[config.mk]
export PLATFORM = sky130hd
export DESIGN_NAME = pin_bank_irq
export DESIGN_NICKNAME = d
export VERILOG_FILES = /design/src/rtl/pgb_pkg.sv /design/src/rtl/pgb_sync.sv /design/src/rtl/pgb_detect.sv /design/src/rtl/pgb_regs.sv /design/src/rtl/pin_bank_irq.sv
export SDC_FILE = /design/constraint.sdc
export NUM_CORES = 1
export LEC_CHECK = 0
export BUFFER_PORTS_ARGS = -buffer_cell sky130_fd_sc_hd__buf_2
export CORE_MARGIN = 3
export CORE_UTILIZATION = 36
export CTS_BUF_LIST = sky130_fd_sc_hd__clkbuf_8
export DETAILED_ROUTE_END_ITERATION = 16
export REMOVE_ABC_BUFFERS = 1
export SETUP_SLACK_MARGIN = 0.4
export SLEW_MARGIN = 20
export SYNTH_ARGS = -nofsm -noshare
export SYNTH_HDL_FRONTEND = slang
export SYNTH_SLANG_ARGS = --single-unit
[constraint.sdc]
create_clock -name clk -period 1.4 [get_ports clk]
set_input_delay 0.07 -clock clk [delete_from_list [all_inputs] [get_ports clk]]
set_output_delay 0.07 -clock clk [all_outputs]
set_load 0.01 [all_outputs]
[src/rtl/pgb_pkg.sv]
package pgb_pkg;
  typedef enum logic [2:0] {
    SEL_POL   = 3'd0,
    SEL_LEV   = 3'd1,
    SEL_IEN   = 3'd2,
    SEL_ROUTE = 3'd3,
    SEL_OE    = 3'd4,
    SEL_DOUT  = 3'd5,
    SEL_DIN   = 3'd6,
    SEL_STAT  = 3'd7
  } reg_sel_e;

  typedef enum logic [1:0] {
    AL_WRITE = 2'd0,
    AL_SET   = 2'd1,
    AL_CLR   = 2'd2,
    AL_NONE  = 2'd3
  } alias_e;

  localparam int NUM_REGS = 8;
endpackage

[src/rtl/pgb_sync.sv]
module pgb_sync #(
  parameter int W      = 32,
  parameter int STAGES = 2
) (
  input  logic         clk,
  input  logic         rst_n,
  input  logic [W-1:0] pin_in,
  output logic [W-1:0] cur,
  output logic [W-1:0] prev
);
  logic [STAGES:0][W-1:0] chain_q;

  genvar s;
  generate
    for (s = 0; s <= STAGES; s++) begin : g_stage
      if (s == 0) begin : g_first
        always_ff @(posedge clk) begin
          if (!rst_n) chain_q[s] <= '0;
          else        chain_q[s] <= pin_in;
        end
      end else begin : g_next
        always_ff @(posedge clk) begin
          if (!rst_n) chain_q[s] <= '0;
          else        chain_q[s] <= chain_q[s-1];
        end
      end
    end
  endgenerate

  assign cur  = chain_q[STAGES-1];
  assign prev = chain_q[STAGES];
endmodule

[src/rtl/pgb_detect.sv]
module pgb_detect #(
  parameter int W = 32
) (
  input  logic         clk,
  input  logic         rst_n,
  input  logic [W-1:0] cur,
  input  logic [W-1:0] prev,
  input  logic [W-1:0] lev,
  input  logic [W-1:0] pol,
  input  logic [W-1:0] route,
  input  logic [W-1:0] clr_mask,
  output logic [W-1:0] stat
);
  logic [W-1:0] hit;

  genvar i;
  generate
    for (i = 0; i < W; i++) begin : g_pin
      always_comb begin
        if (lev[i]) hit[i] = pol[i] ? cur[i] : ~cur[i];
        else        hit[i] = pol[i] ? (cur[i] & ~prev[i]) : (~cur[i] & prev[i]);
      end
    end
  endgenerate

  // set wins over clear so a persisting level re-arms at once
  always_ff @(posedge clk) begin
    if (!rst_n) stat <= '0;
    else        stat <= (stat & ~clr_mask) | (hit & route);
  end


  sticky_stat_chk: assert property (@(posedge clk) disable iff (!rst_n)
    (clr_mask == '0) |=> ((stat & $past(stat)) == $past(stat)));


  route_gate_chk: assert property (@(posedge clk) disable iff (!rst_n)
    1'b1 |=> ((stat & ~$past(stat) & ~$past(route)) == '0));
endmodule

[src/rtl/pgb_regs.sv]
module pgb_regs
  import pgb_pkg::*;
#(
  parameter int W      = 32,
  parameter int ADDR_W = 8
) (
  input  logic              clk,
  input  logic              rst_n,
  input  logic              req_valid,
  output logic              req_ready,
  input  logic              req_write,
  input  logic [ADDR_W-1:0] req_addr,
  input  logic [W-1:0]      req_wdata,
  output logic              rsp_valid,
  input  logic              rsp_ready,
  output logic [W-1:0]      rsp_data,
  input  logic [W-1:0]      din,
  input  logic [W-1:0]      stat,
  output logic [W-1:0]      dout,
  output logic [W-1:0]      oe,
  output logic [W-1:0]      route,
  output logic [W-1:0]      ien,
  output logic [W-1:0]      lev,
  output logic [W-1:0]      pol,
  output logic [W-1:0]      stat_clr
);
  localparam int SEL_LSB = 4;
  localparam int AL_LSB  = 2;

  reg_sel_e     sel;
  alias_e       al;
  logic         accept;
  logic [W-1:0] regs_q [NUM_REGS];
  logic [W-1:0] rd_word;

  assign sel       = reg_sel_e'(req_addr[SEL_LSB+2:SEL_LSB]);
  assign al        = alias_e'(req_addr[AL_LSB+1:AL_LSB]);
  assign req_ready = ~rsp_valid | rsp_ready;
  assign accept    = req_valid & req_ready;

  genvar k;
  generate
    for (k = 0; k < NUM_REGS; k++) begin : g_reg
      if (k == int'(SEL_DIN) || k == int'(SEL_STAT)) begin : g_ro
        assign regs_q[k] = '0;
      end else begin : g_rw
        always_ff @(posedge clk) begin
          if (!rst_n) regs_q[k] <= '0;
          else if (accept && req_write && int'(sel) == k) begin
            case (al)
              AL_WRITE: regs_q[k] <= req_wdata;
              AL_SET:   regs_q[k] <= regs_q[k] | req_wdata;
              AL_CLR:   regs_q[k] <= regs_q[k] & ~req_wdata;
              default:  regs_q[k] <= regs_q[k];
            endcase
          end
        end
      end
    end
  endgenerate

  assign pol   = regs_q[SEL_POL];
  assign lev   = regs_q[SEL_LEV];
  assign ien   = regs_q[SEL_IEN];
  assign route = regs_q[SEL_ROUTE];
  assign oe    = regs_q[SEL_OE];
  assign dout  = regs_q[SEL_DOUT];

  assign stat_clr = (accept && req_write && sel == SEL_STAT && al == AL_CLR)
                    ? req_wdata : '0;

  always_comb begin
    case (sel)
      SEL_DIN:  rd_word = din;
      SEL_STAT: rd_word = stat;
      default:  rd_word = regs_q[sel];
    endcase
  end

  always_ff @(posedge clk) begin
    if (!rst_n) begin
      rsp_valid <= 1'b0;
      rsp_data  <= '0;
    end else if (accept && !req_write) begin
      rsp_valid <= 1'b1;
      rsp_data  <= rd_word;
    end else if (rsp_ready) begin
      rsp_valid <= 1'b0;
    end
  end

  logic unused_addr;
  assign unused_addr = ^{req_addr[AL_LSB-1:0], req_addr[ADDR_W-1:SEL_LSB+3]};


  rsp_hold_chk: assert property (@(posedge clk) disable iff (!rst_n)
    (rsp_valid && !rsp_ready) |=> (rsp_valid && $stable(rsp_data)));


  set_alias_chk: assert property (@(posedge clk) disable iff (!rst_n)
    (accept && req_write && sel == SEL_DOUT && al == AL_SET)
      |=> ((dout & $past(req_wdata)) == $past(req_wdata)));
endmodule

[src/rtl/pin_bank_irq.sv]
module pin_bank_irq #(
  parameter int PINS        = 32,
  parameter int ADDR_W      = 8,
  parameter int SYNC_STAGES = 2,
  parameter bit SPLIT_IRQ   = 1'b1
) (
  input  logic              clk,
  input  logic              rst_n,
  input  logic              req_valid,
  output logic              req_ready,
  input  logic              req_write,
  input  logic [ADDR_W-1:0] req_addr,
  input  logic [PINS-1:0]   req_wdata,
  output logic              rsp_valid,
  input  logic              rsp_ready,
  output logic [PINS-1:0]   rsp_data,
  input  logic [PINS-1:0]   pin_in,
  output logic [PINS-1:0]   pin_out,
  output logic [PINS-1:0]   pin_oe,
  output logic              irq_a,
  output logic              irq_b
);
  localparam int HALF = PINS / 2;

  logic [PINS-1:0] cur, prev, stat, route, ien, lev, pol, clr_mask, pend;

  pgb_sync #(.W(PINS), .STAGES(SYNC_STAGES)) u_sync (
    .clk(clk), .rst_n(rst_n), .pin_in(pin_in), .cur(cur), .prev(prev));

  pgb_regs #(.W(PINS), .ADDR_W(ADDR_W)) u_regs (
    .clk(clk), .rst_n(rst_n),
    .req_valid(req_valid), .req_ready(req_ready), .req_write(req_write),
    .req_addr(req_addr), .req_wdata(req_wdata),
    .rsp_valid(rsp_valid), .rsp_ready(rsp_ready), .rsp_data(rsp_data),
    .din(cur), .stat(stat),
    .dout(pin_out), .oe(pin_oe), .route(route), .ien(ien),
    .lev(lev), .pol(pol), .stat_clr(clr_mask));

  pgb_detect #(.W(PINS)) u_det (
    .clk(clk), .rst_n(rst_n), .cur(cur), .prev(prev), .lev(lev), .pol(pol),
    .route(route), .clr_mask(clr_mask), .stat(stat));

  assign pend = stat & ien;

  generate
    if (SPLIT_IRQ) begin : g_split
      assign irq_a = |pend[HALF-1:0];
      assign irq_b = |pend[PINS-1:HALF];
    end else begin : g_single
      assign irq_a = |pend;
      assign irq_b = 1'b0;
    end
  endgenerate


  irq_gate_chk: assert property (@(posedge clk) disable iff (!rst_n)
    (ien == '0) |-> (!irq_a && !irq_b));
endmodule

==> impl_metrics.xml <==
<?xml version="1.0" encoding="UTF-8"?>
<metrics>
  <group name="run_status">
    <metric name="status" unit="">complete, but fails checks</metric>
    <metric name="violations" unit="">negative hold slack, negative setup slack</metric>
  </group>
  <group name="detailed_routing">
    <metric name="vias_per_cell" unit="">5.70</metric>
    <metric name="drc" unit="">0</metric>
    <metric name="ant_nets" unit="">0</metric>
    <metric name="wl_per_cell" unit="um">23.3</metric>
    <metric name="num_vias" unit="">16400</metric>
    <metric name="totalWireLength" unit="um">67000</metric>
    <metric name="drtPass1Iterations" unit="">5</metric>
    <metric name="drt-initial-drc-count" unit="">1503</metric>
  </group>
  <group name="sta">
    <metric name="rsz_0062_raised_after_global_routing" unit="">yes</metric>
    <metric name="post-route-worst-setup-slack" unit="ps">-680</metric>
    <metric name="post-route-min-period" unit="ps">2080</metric>
    <metric name="final-max-slew-violation-count" unit="">0</metric>
    <metric name="fmax" unit="MHz">481</metric>
    <metric name="max_slew_headroom_at_the_worst_pin" unit="%">57.6</metric>
    <metric name="worst-slew-pin-transition" unit="ps">637</metric>
    <metric name="hold_viol_final" unit="">7</metric>
    <metric name="setup_skew_after_layout" unit="ps">33.7</metric>
    <metric name="period_share" unit="%">149</metric>
    <metric name="hold-worst-slack" unit="ps">-24.3</metric>
    <metric name="setup-violations-final" unit="">260</metric>
  </group>
  <group name="clock_network">
    <metric name="tritoncts.num_buffers" unit="">60</metric>
    <metric name="cts_max_path_buffers" unit="">3</metric>
    <metric name="path_clk_slew" unit="ps">70</metric>
    <metric name="cts_tree" unit="">yes</metric>
    <metric name="clock_tree.htree_level_count" unit="">2</metric>
    <metric name="root_buffer" unit="">clkbuf_8</metric>
    <metric name="clk-insertion-delay-late" unit="ps">680</metric>
    <metric name="clkSinkCount" unit="">353</metric>
  </group>
  <group name="yosys">
    <metric name="synth.lib_cells_used.distinct" unit="">45</metric>
    <metric name="syn-mean-instance-area" unit="um2">8.60</metric>
    <metric name="synthesis.area" unit="mm2">0.0158</metric>
    <metric name="synth_async_sr_flop_share" unit="%">0</metric>
    <metric name="synth_enable_flop_cells" unit="">0</metric>
    <metric name="synth_warn" unit="">0</metric>
    <metric name="seq_area_frac_synth" unit="%">44.7</metric>
    <metric name="synth_cells" unit="">1837</metric>
    <metric name="synth.ff_latch_count" unit="">353</metric>
    <metric name="synth_ff_type" unit="">dfxtp_1</metric>
  </group>
  <group name="floorplan">
    <metric name="chipHeight" unit="um">216</metric>
    <metric name="fp.dieArea" unit="mm2">0.0465</metric>
    <metric name="die_w" unit="um">216</metric>
    <metric name="floorplan.io_pins" unit="">177</metric>
    <metric name="initial_utilization" unit="%">36.5</metric>
    <metric name="design.core.area" unit="mm2">0.0433</metric>
    <metric name="std_cell_rows" unit="">76</metric>
  </group>
  <group name="min_path">
    <metric name="worst_hold_path.endpoint" unit="">u_regs.ien[30]</metric>
    <metric name="worstHoldPathCells" unit="">3</metric>
    <metric name="hold_path_startpoint" unit="">rst_n</metric>
    <metric name="worstHoldPathType" unit="">primary input to flip-flop</metric>
  </group>
  <group name="grt">
    <metric name="groute.usage.overall" unit="%">26.4</metric>
    <metric name="first_global_vias" unit="">15600</metric>
    <metric name="globalRouteOverflowTotal" unit="">0</metric>
    <metric name="first_pass_grt_wire_length" unit="um">95500</metric>
    <metric name="grt_antenna_before_repair" unit="">1</metric>
    <metric name="maximum_number_of_pins_on_one_net_before_global_route_repair" unit="">57</metric>
  </group>
  <group name="critical_path">
    <metric name="class_of_the_most_critical_setup_path" unit="">flip-flop to output port</metric>
    <metric name="max_stage_delay" unit="ps">330</metric>
    <metric name="cp.buffers_inverters" unit="">2</metric>
    <metric name="worstPathRequired" unit="ps">1330</metric>
    <metric name="reg2reg_setup_slack" unit="ps">-350</metric>
    <metric name="endpoint_kind" unit="">output port</metric>
    <metric name="start_kind" unit="">flip-flop</metric>
    <metric name="crit_path_top_delay_cell" unit="">dfxtp_2</metric>
    <metric name="reg2regPathDepth" unit="">9</metric>
    <metric name="worstPathArrival" unit="ps">2010</metric>
    <metric name="cpLargestDelayFamily" unit="">compound AO/OA/AOI/OAI gates</metric>
    <metric name="crit_path_max_fanout" unit="">2</metric>
    <metric name="rr_endpoint" unit="">u_regs.rsp_data[25]</metric>
    <metric name="critical_path.reg2reg.startpoint" unit="">u_regs.rsp_valid</metric>
    <metric name="worstPathCellList" unit="">a22o_4 &gt; a221oi_4 &gt; buf_4 &gt; nand4_1 &gt; buf_2</metric>
  </group>
  <group name="final_layout">
    <metric name="drive_above_1_share" unit="%">45.4</metric>
    <metric name="number_of_inserted_filler_cells_in_the_final_layout" unit="">3537</metric>
    <metric name="mostFrequentLayoutCells" unit="">271 x dfxtp_1, 215 x o21ai_2, 171 x nor2_1</metric>
    <metric name="instances_no_fill" unit="">2871</metric>
    <metric name="fin_nets" unit="">2316</metric>
    <metric name="areaGrowthSynthToFinish" unit="%">55.3</metric>
    <metric name="layout_commonest_cell" unit="">dfxtp_1</metric>
    <metric name="stdcell_area" unit="mm2">0.0246</metric>
  </group>
  <group name="place">
    <metric name="post-dp-hpwl" unit="um">34900</metric>
    <metric name="placed_cell_area" unit="mm2">0.0178</metric>
    <metric name="gp_routability_congestion" unit="">0.882</metric>
    <metric name="io_buffers" unit="">173</metric>
    <metric name="numPlacedInstances" unit="">2551</metric>
    <metric name="placement.setup.worst_slack" unit="ps">-551</metric>
  </group>
  <group name="power_and_ir_drop">
    <metric name="vdd_drop_max" unit="mV">0.541</metric>
    <metric name="power_per_cell_area" unit="mW/mm2">969</metric>
    <metric name="total_leakage_power" unit="nW">9.69</metric>
    <metric name="p_total" unit="mW">23.8</metric>
  </group>
  <group name="job">
    <metric name="drv_cap" unit="">0</metric>
  </group>
</metrics>
==> registers in the layout (all words and copies together) (netlist names) <==
signal and flops:
u_regs.ien 32, u_det.stat 32, u_sync.prev 32, u_regs.dout 32, u_sync.chain_q 32, u_regs.pol 32, u_regs.oe 32, u_sync.cur 32
u_regs.rsp_valid 1, u_regs.rsp_data 32, u_regs.lev 32, u_regs.route 32
==> synthesized netlist by cell type (35+ instances only) <==
master / n / share of area, %
o21ai_1: 50 / 1.6
o21ai_0: 195 / 6.2
a21oi_1: 203 / 6.4
nand2_1: 77 / 1.8
nor2b_1: 35 / 1.4
a221oi_1: 40 / 2.2
inv_1: 56 / 1.3
nand2b_1: 44 / 1.7
nor2_1: 173 / 4.1
mux2i_1: 64 / 4.1
clkbuf_1: 119 / 2.8
dfxtp_1: 353 / 45
and2_1: 98 / 3.9
==> worst register-to-register path, stage by stage, from the launching register on <==
cell and delay [ps]:
dfxtp_2 330, nor2b_4 130, buf_6 130, buf_6 120, nor3b_4 240, buf_6 220
buf_12 130, buf_16 150, buf_12 120, a31oi_4 60
==> report_power, final <==
group	leakage [nW]	internal (mW)	total, mW	switching (mW)
logic	6.04	1.52	3.54	2.03
clock network	0.741	5.38	9.80	4.43
registers	2.91	10.3	10.4	0.178
total	9.69	17.2	23.8	6.64
==> cells by family (layout without fill, tap and decap cells) <==
family                     after synthesis  in the layout  share of synthesized area (%)
muxes                                   96             96                           6.33
and+or+nand+nor                        459            459                           14.5
buffers and inverters                  227            675                           6.79
AOI/OAI and AO/OA                      657            657                           25.1
xor gates and xnor gates                42             42                           2.33
adders and majority gates                3              3                          0.237
DFF                                    353            353                           44.7
other                                    0              1                              0
==> worst max-delay path by stage <==
stage	startpoint	depth (start not counted)	to	slack, ps
after floorplan	u_regs.rsp_valid	4	u_regs.rsp_data[0]	-1240
after global placement	u_regs.rsp_valid	6	u_regs.oe[25]	-480
after detailed placement	u_regs.rsp_valid	6	u_regs.oe[24]	-550
after CTS	u_regs.ien[27]	5	irq_b	-610
after global routing	u_regs.ien[10]	5	irq_a	-690
final	u_regs.ien[10]	5	irq_a	-680
==> repair_timing <==
item,CTS,global route
gates resized for setup,566,367
endpoints found under the setup margin,357,357
hold endpoints to repair,257,2
setup buffers,48,49
hold buffers,64,1
gates cloned,40,6
pin swaps,159,177
==> layer usage <==
| metal | GRT usage, % | share of wire (%) | up-vias |
|---|---|---|---|
| met2 | 41.2 | 44 | 891 |
| met3 | 6.07 | 9.3 | 270 |
| met5 | 0 | 0 | - |
| met4 | 14.9 | 6.5 | 0 |
| met1 | 33.9 | 40 | 7891 |
| li1 | - | - | 7306 |
==> cell type report <==
type	instances	area (um2)	share of cell area, %
clock buffer	82	1130	4.60
tap	585	732	2.98
multi-input combinational	1257	9410	38.3
antenna	1	2.50	0.0102
clock inverter	29	150	0.612
timing repair buffer	507	5680	23.2
sequential	353	7210	29.4
inverter	57	226	0.922
==> metrics by stage <==
step,util (%),setup TNS (ps)
6_report,56.7,-58950
5_1_grt,56.7,-72850
4_1_cts,52.3,-38880
3_5_place_dp,41.2,-111960
3_3_place_gp,41.2,-96760
2_1_floorplan,-,-207880
No activity file was read; power rests on OpenSTA's default activity.
